**config.mk**
```make
export PLATFORM = sky130hd
export DESIGN_NAME = xbar_port_engine
export DESIGN_NICKNAME = d
export VERILOG_FILES = /design/src/rtl/xbar_port_pkg.sv /design/src/rtl/xbar_hdr_decode.sv /design/src/rtl/xbar_fanout_cursor.sv /design/src/rtl/xbar_port_engine.sv
export SDC_FILE = /design/constraint.sdc
export NUM_CORES = 1
export LEC_CHECK = 0
export ABC_AREA = 1
export ABC_CLOCK_PERIOD_IN_PS = 2120
export BUFFER_PORTS_ARGS = -buffer_cell sky130_fd_sc_hd__clkbuf_2
export CORE_ASPECT_RATIO = 1.4
export CORE_UTILIZATION = 33
export CTS_CLUSTER_DIAMETER = 120
export CTS_CLUSTER_SIZE = 12
export DETAILED_ROUTE_END_ITERATION = 16
export PLACE_DENSITY_LB_ADDON = 0.25
export SETUP_SLACK_MARGIN = 0.3
export SLEW_MARGIN = 20
export SYNTH_ARGS = -nofsm -noshare
export SYNTH_HDL_FRONTEND = slang
export SYNTH_SLANG_ARGS = --single-unit
```
**constraint.sdc**
```tcl
create_clock -name clk -period 2.12 [get_ports clk]
set_clock_uncertainty 0.2 [all_clocks]
set_input_delay 0.636 -clock clk [delete_from_list [all_inputs] [get_ports clk]]
set_output_delay 0.636 -clock clk [all_outputs]
set_load 0.01 [all_outputs]
```
**src/rtl/xbar_port_pkg.sv**
```systemverilog
package xbar_port_pkg;
  localparam int WORD_W   = 33;
  localparam int FRAME_BIT = 32;
  localparam int DST_LSB  = 1;
  localparam int DST_W    = 4;
  localparam int CMD_LSB  = 9;
  localparam int CMD_W    = 4;
  localparam logic [CMD_W-1:0] CMD_FANOUT = 4'd1;

  typedef enum logic [1:0] {
    ST_IDLE = 2'd0,
    ST_WAIT = 2'd1,
    ST_MOVE = 2'd2
  } eng_state_e;
endpackage

```
**src/rtl/xbar_hdr_decode.sv**
```systemverilog
module xbar_hdr_decode
  import xbar_port_pkg::*;
(
  input  logic [WORD_W-1:0] word,
  output logic              is_mark,
  output logic [DST_W-1:0]  dst,
  output logic              fanout
);
  // header and tail share the same marking: framing bit plus bit 0
  assign is_mark = word[FRAME_BIT] & word[0];
  assign dst     = word[DST_LSB +: DST_W];
  assign fanout  = (word[CMD_LSB +: CMD_W] == CMD_FANOUT);
endmodule

```
**src/rtl/xbar_fanout_cursor.sv**
```systemverilog
module xbar_fanout_cursor #(
  parameter int N_PORTS   = 4,
  parameter int SELF_PORT = 0,
  localparam int PW = (N_PORTS > 1) ? $clog2(N_PORTS) : 1
) (
  input  logic          clk,
  input  logic          rst_n,
  input  logic          restart,
  input  logic          adv,
  output logic [PW-1:0] idx,
  output logic          last
);
  localparam int FIRST_T = (SELF_PORT == 0) ? 1 : 0;
  localparam int LAST_T  = (SELF_PORT == N_PORTS-1) ? N_PORTS-2 : N_PORTS-1;

  logic [PW-1:0] idx_d;
  logic          idx_en;
  logic [PW:0]   step1;
  logic [PW:0]   step2;

  always_comb begin
    step1 = {1'b0, idx} + 1'b1;
    step2 = (step1 == (PW+1)'(SELF_PORT)) ? step1 + 1'b1 : step1;
    idx_en = restart | adv;
    idx_d  = restart ? PW'(FIRST_T) : step2[PW-1:0];
  end

  always_ff @(posedge clk or negedge rst_n) begin
    if (!rst_n)      idx <= PW'(FIRST_T);
    else if (idx_en) idx <= idx_d;
  end

  assign last = (idx == PW'(LAST_T));
endmodule

```
**src/rtl/xbar_port_engine.sv**
```systemverilog
module xbar_port_engine
  import xbar_port_pkg::*;
#(
  parameter int N_PORTS   = 4,
  parameter int SELF_PORT = 0
) (
  input  logic                clk,
  input  logic                rst_n,
  input  logic [WORD_W-1:0]   in_word,
  input  logic                in_empty,
  output logic                in_pop,
  output logic                req,
  output logic [DST_W-1:0]    req_dst,
  output logic                req_bcast,
  input  logic                permit,
  output logic [WORD_W-1:0]   out_data,
  output logic [N_PORTS-1:0]  out_wr,
  input  logic [N_PORTS-1:0]  out_full,
  output logic                msg_done
);
  localparam int PW = (N_PORTS > 1) ? $clog2(N_PORTS) : 1;
  localparam logic [N_PORTS-1:0] ONE_HOT0 = N_PORTS'(1);

  eng_state_e         state_q, state_d;
  logic [DST_W-1:0]   dst_q;
  logic               fan_q;
  logic               first_q, first_d, first_en;
  logic               hdr_take;

  logic               hd_mark;
  logic [DST_W-1:0]   hd_dst;
  logic               hd_fan;
  logic [PW-1:0]      cur_idx;
  logic               cur_last;
  logic               cur_restart, cur_adv;

  logic [DST_W-1:0]   tgt;
  logic [N_PORTS-1:0] tgt_oh;
  logic               tgt_full, moving, accept, last_copy;

  xbar_hdr_decode u_dec (
    .word    (in_word),
    .is_mark (hd_mark),
    .dst     (hd_dst),
    .fanout  (hd_fan)
  );

  xbar_fanout_cursor #(.N_PORTS(N_PORTS), .SELF_PORT(SELF_PORT)) u_cur (
    .clk     (clk),
    .rst_n   (rst_n),
    .restart (cur_restart),
    .adv     (cur_adv),
    .idx     (cur_idx),
    .last    (cur_last)
  );

  // datapath selection for the current copy
  always_comb begin
    tgt       = fan_q ? DST_W'(cur_idx) : dst_q;
    tgt_oh    = ONE_HOT0 << tgt;
    tgt_full  = |(out_full & tgt_oh);
    moving    = (state_q == ST_MOVE) && permit && !in_empty;
    accept    = moving && !tgt_full;
    last_copy = !fan_q || cur_last;
  end

  // next state and strobes
  always_comb begin
    state_d     = state_q;
    hdr_take    = 1'b0;
    in_pop      = 1'b0;
    msg_done    = 1'b0;
    out_wr      = '0;
    first_en    = 1'b0;
    first_d     = first_q;
    cur_restart = 1'b0;
    cur_adv     = 1'b0;
    unique case (state_q)
      ST_IDLE: begin
        if (!in_empty) begin
          if (hd_mark) begin
            hdr_take    = 1'b1;
            first_en    = 1'b1;
            first_d     = 1'b1;
            cur_restart = 1'b1;
            state_d     = ST_WAIT;
          end else begin
            in_pop = 1'b1;            // stray word outside a message
          end
        end
      end
      ST_WAIT: begin
        if (permit) state_d = ST_MOVE;
      end
      ST_MOVE: begin
        if (!permit) begin
          state_d = ST_WAIT;
        end else if (accept) begin
          out_wr = tgt_oh;
          if (last_copy) begin
            in_pop      = 1'b1;
            cur_restart = fan_q;
            first_en    = 1'b1;
            first_d     = 1'b0;
            if (hd_mark && !first_q) begin
              msg_done = 1'b1;
              state_d  = ST_IDLE;
            end
          end else begin
            cur_adv = 1'b1;
          end
        end
      end
      default: state_d = ST_IDLE;
    endcase
  end

  always_ff @(posedge clk or negedge rst_n) begin
    if (!rst_n) begin
      state_q <= ST_IDLE;
      dst_q   <= '0;
      fan_q   <= 1'b0;
      first_q <= 1'b0;
    end else begin
      state_q <= state_d;
      if (hdr_take) begin
        dst_q <= hd_dst;
        fan_q <= hd_fan;
      end
      if (first_en) first_q <= first_d;
    end
  end

  assign req       = (state_q != ST_IDLE);
  assign req_dst   = dst_q;
  assign req_bcast = fan_q;
  assign out_data  = in_word;
endmodule

```
## Word-level counts from Yosys, hierarchy flattened

Index checks and enable logic that the tools add are counted.

- Bits in registers: 10
- Bits of input ports: 41
- Output and inout port bits: 45
- Word-level logic and storage cells: 83

- $add $sub $neg: 2
- Eq/ne operators: 13
- Shifts and indexed selects: 1
- Multiplexer cells: 43
- Bitwise logic cells: 3
- Reduce and logical (&&, ||, !) cells: 16

Operator list:

| kind | number |
|---|---|
| $mux W1 | 25 |
| $mux W2 | 9 |
| $mux W4 | 4 |
| $ne A2 B2 Y1 const B | 6 |
| $pmux W1 S2 | 4 |
| $reduce_and A7 Y1 | 1 |
| $ne A3 B3 Y1 const B | 2 |
| $pmux W2 S3 | 1 |
| $reduce_and A6 Y1 | 1 |
| $and A4 B4 Y4 | 1 |
| $eq A2 B2 Y1 const B | 2 |
| $eq A4 B1 Y1 const B | 1 |
| $logic_and A1 B1 Y1 | 4 |
| $logic_not A1 Y1 | 4 |
| $reduce_bool A2 Y1 | 2 |
| $reduce_or A4 Y1 | 1 |
| $shl A1 B4 Y4 const A | 1 |
| $add A2 B1 Y3 const B | 1 |
| $logic_not A3 Y1 | 1 |
| $ne A3 B2 Y1 const B | 1 |
| $add A2 B1 Y2 const B | 1 |
| $eq A2 B1 Y1 const B | 1 |
| $logic_not A2 Y1 | 1 |
| $and A1 B1 Y1 | 1 |
| other kinds (2) | 2 |

## Longest topological paths before layout

- Word-level depth: 10
- Depth in mapped cells: 11
- Gate-level depth less buffers: 11

## Modules after synthesis

From an unflattened synthesis, not the netlist that was laid out.

- Cells, all modules: 140
- Area total of the unflattened synthesis: 972.2 µm²

Modules (own cells, without submodules):

| module | instances | cells each | area each (µm²) | sequential area each (µm²) |
|---|---|---|---|---|
| xbar_port_engine | 1 | 113 | 789.5 | 200.2 |
| xbar_fanout_cursor | 1 | 15 | 122.6 | 51.3 |
| xbar_hdr_decode | 1 | 12 | 60.1 | 0.0 |

## Worst setup path before layout

OpenSTA, ideal clock, no wires.

- Path kind: reg2out
- From: reg u_cur.idx[0]
- To: out out_wr[0]
- Arrival time: 1.348 ns
- Required time: 1.284 ns
- Slack: -0.064 ns
- Cell stages (with the launch flop): 9
- Path buffers: 0
- Cells stage by stage: dfstp_2 > nand2_1 > nand2_1 > nor2_2 > nand3_1 > nand3_2 > nor2_4 > inv_1 > nor2_1

- Cells in the longest elaborated chain, start to end: 9

Ends and longest elaborated chain:

| what | RTL line | RTL |
|---|---|---|
| start, declared | xbar_fanout_cursor.sv:10 | `output logic [PW-1:0] idx,` |
| start signal, assigned | xbar_fanout_cursor.sv:29 | `if (!rst_n) idx <= PW'(FIRST_T);` |
| start signal, assigned | xbar_fanout_cursor.sv:30 | `else if (idx_en) idx <= idx_d;` |
| $mux W4 (*) | xbar_port_engine.sv:59 | `tgt = fan_q ? DST_W'(cur_idx) : dst_q;` |
| $shl A1 B4 Y4 (*) | xbar_port_engine.sv:60 | `tgt_oh = ONE_HOT0 << tgt;` |
| $and A4 B4 Y4 | xbar_port_engine.sv:61 | `tgt_full = \|(out_full & tgt_oh);` |
| $reduce_or A4 Y1 | xbar_port_engine.sv:61 |  |
| $logic_not A1 Y1 | xbar_port_engine.sv:63 | `accept = moving && !tgt_full;` |
| $logic_and A1 B1 Y1 | xbar_port_engine.sv:63 |  |
| $mux W4 (*) | xbar_port_engine.sv:98 | `end else if (accept) begin` |
| $mux W4 (*) | xbar_port_engine.sv:96 | `if (!permit) begin` |
| $mux W4 (*) | xbar_port_engine.sv:78 | `unique case (state_q)` |
| end, declared | xbar_port_engine.sv:17 | `output logic [N_PORTS-1:0] out_wr,` |

Mark *: on every way between the ends. The rest lies on a longest branch, timed or not.

## Worst setup path in the final report

- From: reg fan_q (netlist: req_bcast)
- To: out msg_done

- Cells in the longest elaborated chain, start to end: 9
- Elaborated cells on any way between the ends: 12
- Classes of those cells: 1 x shift; 5 x mux; 1 x bitwise; 5 x reduce/logical

Ends and longest elaborated chain:

| what | RTL line | RTL |
|---|---|---|
| start, declared | xbar_port_engine.sv:26 | `logic fan_q;` |
| start signal, assigned | xbar_port_engine.sv:128 | `fan_q <= hd_fan;` |
| $mux W4 | xbar_port_engine.sv:59 |  |
| $shl A1 B4 Y4 | xbar_port_engine.sv:60 |  |
| $and A4 B4 Y4 | xbar_port_engine.sv:61 |  |
| $reduce_or A4 Y1 | xbar_port_engine.sv:61 |  |
| $logic_not A1 Y1 | xbar_port_engine.sv:63 |  |
| $logic_and A1 B1 Y1 | xbar_port_engine.sv:63 |  |
| $mux W1 (*) | xbar_port_engine.sv:98 |  |
| $mux W1 (*) | xbar_port_engine.sv:96 |  |
| $mux W1 (*) | xbar_port_engine.sv:78 |  |
| end, declared | xbar_port_engine.sv:19 | `output logic msg_done` |

Marked as above.

==> results.txt <==
----------------------------------------------------
[Run status]
  Run status ... finished with violations
  Violations in the final reports ... setup timing

[Layout]
  Growth of design area from synthesis to finish ... 43.7%
  Final-layout fill cell count ... 261
  Inserted Diodes ... 0
  Number of nets in the finished design ... ~220
  Share of post-route cells with drive strength above 1 ... 0.624
  Final cell count without fillers ... 209
  Summed area of non-filler cells in the final layout ... 1340 um2
  Area used by multi-input combinational logic ... 505 um2
  Storage element area ... 253 um2

[Yosys]
  Synth cell types ... 22
  Netlist area before placement ... 930 um2
  Fraction of synthesized area in multiplexers ... 0
  Synthesized-area fraction occupied by xor and xnor cells ... 0.00942
  Post-Synth Adder-Cell Area ... 0.0269
  Most instantiated flip-flop cell in the synthesis netlist ... sky130_fd_sc_hd__dfrtp_1
  Fraction of synthesized cell area taken by the top area cell type ... 0.266
  Largest cells by area after synthesis ... sky130_fd_sc_hd__buf_4 27%, sky130_fd_sc_hd__dfrtp_1 24%, sky130_fd_sc_hd__nand2_1 13%, sky130_fd_sc_hd__inv_1 6.1%, sky130_fd_sc_hd__nor2_1 6.1%
  Post-synthesis share of cell area spent on and, or, nand and nor gates ... 0.314
  Synth area leader ... sky130_fd_sc_hd__buf_4
  Fraction of the mapped netlist area in compound gates ... 0.0485
  Async set-reset flop share out of synthesis ... 1.00
  Average cell area after synthesis ... 6.94 um2
  Count of yosys warnings during synthesis ... 0
  Instance count of the mapped netlist ... 134
  Top cells by instance count after synthesis ... 33 x sky130_fd_sc_hd__buf_4, 31 x sky130_fd_sc_hd__nand2_1, 15 x sky130_fd_sc_hd__inv_1, 15 x sky130_fd_sc_hd__nor2_1, 9 x sky130_fd_sc_hd__dfrtp_1
  Library cell with the highest instance count after synthesis ... sky130_fd_sc_hd__buf_4
  Sequential-to-total area share from yosys stat ... 0.271
  Flip-flop and latch count after synthesis ... 10
  Number of enable flip-flop cells after synthesis ... 0
  Number of nets in the synthesized netlist ... 177
  Main combinational cell family by area after synthesis ... buffers and inverters

[Clock tree]
  Clock Path Buffers ... 2
  CTS tree ... yes
  Number of buffers added to fix hold violations after cts ... 0
  Clk sink count ... 10
  CTS HTree Levels ... 1
  Clk Latency, worst-skew pair ... 0.26 ns
  Num CTS Buffers ... 3
  Clk pin slew, worst setup/hold paths ... 0.06 ns
  Buffer type at the clock tree root ... sky130_fd_sc_hd__clkbuf_4

[Power]
  Power density over cell area ... around 1100 nW/um2
  Total leakage power ... 0.733 nW
  Sequential share of power ... 0.231
  Overall power of the completed layout ... ~1.5 mW
  Clock network fraction of total power ... 0.110
  Switching power summed over all nets ... 630 uW
  Combinational share of power ... 0.660
  Switching share of power ... 0.418
  Internal power contribution ... 876 uW
  Peak VDD IR ... 0.528 mV

[Critical path]
  Reg2reg setup slack ... 0.15 ns
  Start of the worst register-to-register path ... req_bcast$_DFFE_PN0P_
  Biggest fanout along the worst timing path ... 7
  Critical Path Start Type ... register
  Endpoint of the worst-slack reg-to-reg timing path ... state_q[1]$_DFFE_PN0P_
  Required time at the worst-slack endpoint ... 1.28 ns
  Reg2reg path depth ... 12
  Data arrival time of the critical path ... approximately 1.7 ns
  Crit path capture type ... output pin
  Critical path class ... reg2out

[STA]
  Fmax achieved ... 397 MHz
  Hold violation count in the final report ... 0
  Time the worst path needs with I/O delays and setup ... 2.52 ns
  Number of setup violations in the final report ... 6
  Slew HR ... 0.818
  Share of the clock period used by the worst path after layout ... 1.19
  Number of max-slew violations in the final report ... 0
  Transition time at the pin with the least slew margin ... 0.269 ns
  Unrepaired setup endpoints after global routing ... yes
  Post-route worst setup slack ... -0.400 ns

[Floorplanning]
  Core footprint ... 2640 um2
  Initial core utilization ... 0.352
  Full die area ... ~3000 um2
  Die Y-Extent ... 64.8 um
  Number of top-level design ports ... 86
  FP Rows ... 22
  Die outline width ... roughly 47 um

[Min path]
  Worst min-delay path class ... in2async

[Placement]
  Port Buf Inserts ... 39
  Placer Congestion ... 0.732
  Placed wire-length estimate after detailed placement ... 1.65 mm
  Area of placed instances ... 1090 um2
  Number of cells in the design after placement ... between 150 and 200

[GRT]
  Via count of the first global-routing pass ... 860
  Largest net degree at the start of global routing ... 11
  Number of antenna violations at the first check in global routing ... 0
  Global Route Usage Sum ... 0.142
  Global-route congestion overflow total ... 0
  Global-route wire length before repair ... 3.21 mm

[Route]
  Total iterations of the first detailed-routing run ... 4
  DRC errors left ... 0
  Drt initial violations ... 13
  Wire length per cell after detailed routing ... between 9 and 10 um
  Total wirelength of the detailed-routed design ... around 2.1 mm
  Total via count in the routed design ... slightly above 900
  Number of vias per cell after detailed routing ... 4.33
  Antenna viol nets, final ... 0

[Job]
  Number of violations of the max-capacitance limit ... 0

----------------------------------------------------
power groups by stage:
stage / Sequential [mW] / Combinational, mW / Clock, mW
final: 0.348 / 0.993 / 0.165
after global routing: 0.358 / 1.09 / 0.184
after floorplan: 0.353 / 0.397 / 0
after global placement: 0.322 / 0.717 / 0
after CTS: 0.335 / 0.879 / 0.176
after detailed placement: 0.328 / 0.736 / 0
final cells by class:
cell class	instances	share of cell area
clock buffers	4	0.0272
repair buffers	68	0.325
well taps	36	0.0337
inverters	16	0.0468
flip-flops and latches	10	0.189
multi-input cells	75	0.378
metal layers:
| layer | GRT usage | vias up | share of wire |
|---|---|---|---|
| met1 | 0.147 | 412 | 0.36 |
| met4 | 0.0750 | 0 | 0.010 |
| met2 | 0.259 | 25 | 0.58 |
| li1 | - | 463 | - |
| met5 | 0 | - | 0 |
| met3 | 0.0167 | 6 | 0.043 |
layout by cell type (no fill, tap or decap), types with 2 or more instances in the layout:
cell                       synthesis  layout
sky130_fd_sc_hd__a21oi_4           0       2
sky130_fd_sc_hd__buf_2             0       2
sky130_fd_sc_hd__buf_4            33      25
sky130_fd_sc_hd__buf_6             0       5
sky130_fd_sc_hd__clkbuf_2          0      36
sky130_fd_sc_hd__clkbuf_4          0       3
sky130_fd_sc_hd__dfrtp_1           9       8
sky130_fd_sc_hd__ha_1              2       2
sky130_fd_sc_hd__inv_1            15      13
sky130_fd_sc_hd__inv_2             1       2
sky130_fd_sc_hd__nand2_1          31      25
sky130_fd_sc_hd__nand2_2           3       6
sky130_fd_sc_hd__nand2_4           0       3
sky130_fd_sc_hd__nand3_1           8       3
sky130_fd_sc_hd__nand3_2           1       6
sky130_fd_sc_hd__nor2_1           15       6
sky130_fd_sc_hd__nor2_2            1       4
sky130_fd_sc_hd__nor2_4            1       7
sky130_fd_sc_hd__o21ai_0           4       4
flip-flops by register name, indices dropped and copies added (netlist names):
| register | count |
|---|---|
| u_cur.idx | 2 |
| req_dst | 4 |
| first_q | 1 |
| state_q | 2 |
| req_bcast | 1 |
logic make-up (layout without fill, tap and decap cells):
family,count (synthesis),after routing
XOR/XNOR,1,1
adder cells (fa/ha/maj),2,2
AND/OR/NAND/NOR,64,64
AO/OA/AOI/OAI,8,8
buffers and inverters,49,88
flip-flops,10,10
critical path, cell delays in order, from the launching register on:
cell,delay [ns]
sky130_fd_sc_hd__dfrtp_2,0.50
sky130_fd_sc_hd__inv_4,0.12
sky130_fd_sc_hd__nand2_4,0.06
sky130_fd_sc_hd__nand2_2,0.08
sky130_fd_sc_hd__nor2_4,0.05
sky130_fd_sc_hd__nand3_2,0.08
sky130_fd_sc_hd__nand2_2,0.07
sky130_fd_sc_hd__nor2_4,0.14
sky130_fd_sc_hd__nand2_2,0.09
sky130_fd_sc_hd__nor2_2,0.10
sky130_fd_sc_hd__buf_2,0.13
metrics by stage:
step / worst slack (ns) / hold slack [ns] / TNS, ns / utilization
final: -0.400 / 0.0314 / -2.27 / 0.506
after global routing: -0.536 / 0.0344 / -3.17 / 0.506
after CTS: -0.410 / 0.0318 / -2.42 / 0.469
after detailed placement: -0.186 / 0.273 / -1.01 / 0.412
after global placement: -0.152 / 0.250 / -0.869 / 0.412
after floorplan: -0.0419 / 0.140 / -0.171 / -
what timing repair did:
| item | CTS | global route |
|---|---|---|
| gates resized for setup | 18 | 21 |
| pin swaps | 5 | 3 |
| endpoints found under the setup margin | 9 | 12 |
| setup buffers | 7 | 2 |
how the worst max path moves through the flow:
stage                                  start        to  slack (ns)  cells after the start
detailed placement                    permit    in_pop       -0.19                      8
finish                 req_bcast$_DFFE_PN0P_  msg_done       -0.40                     10
floorplan           u_cur.idx[0]$_DFFE_PN1P_    in_pop       -0.04                      7
global placement                      permit    in_pop       -0.15                      8
global route           req_bcast$_DFFE_PN0P_  msg_done       -0.54                     10
CTS                    req_bcast$_DFFE_PN0P_    in_pop       -0.41                      9
(Power assumes the default switching activity.)
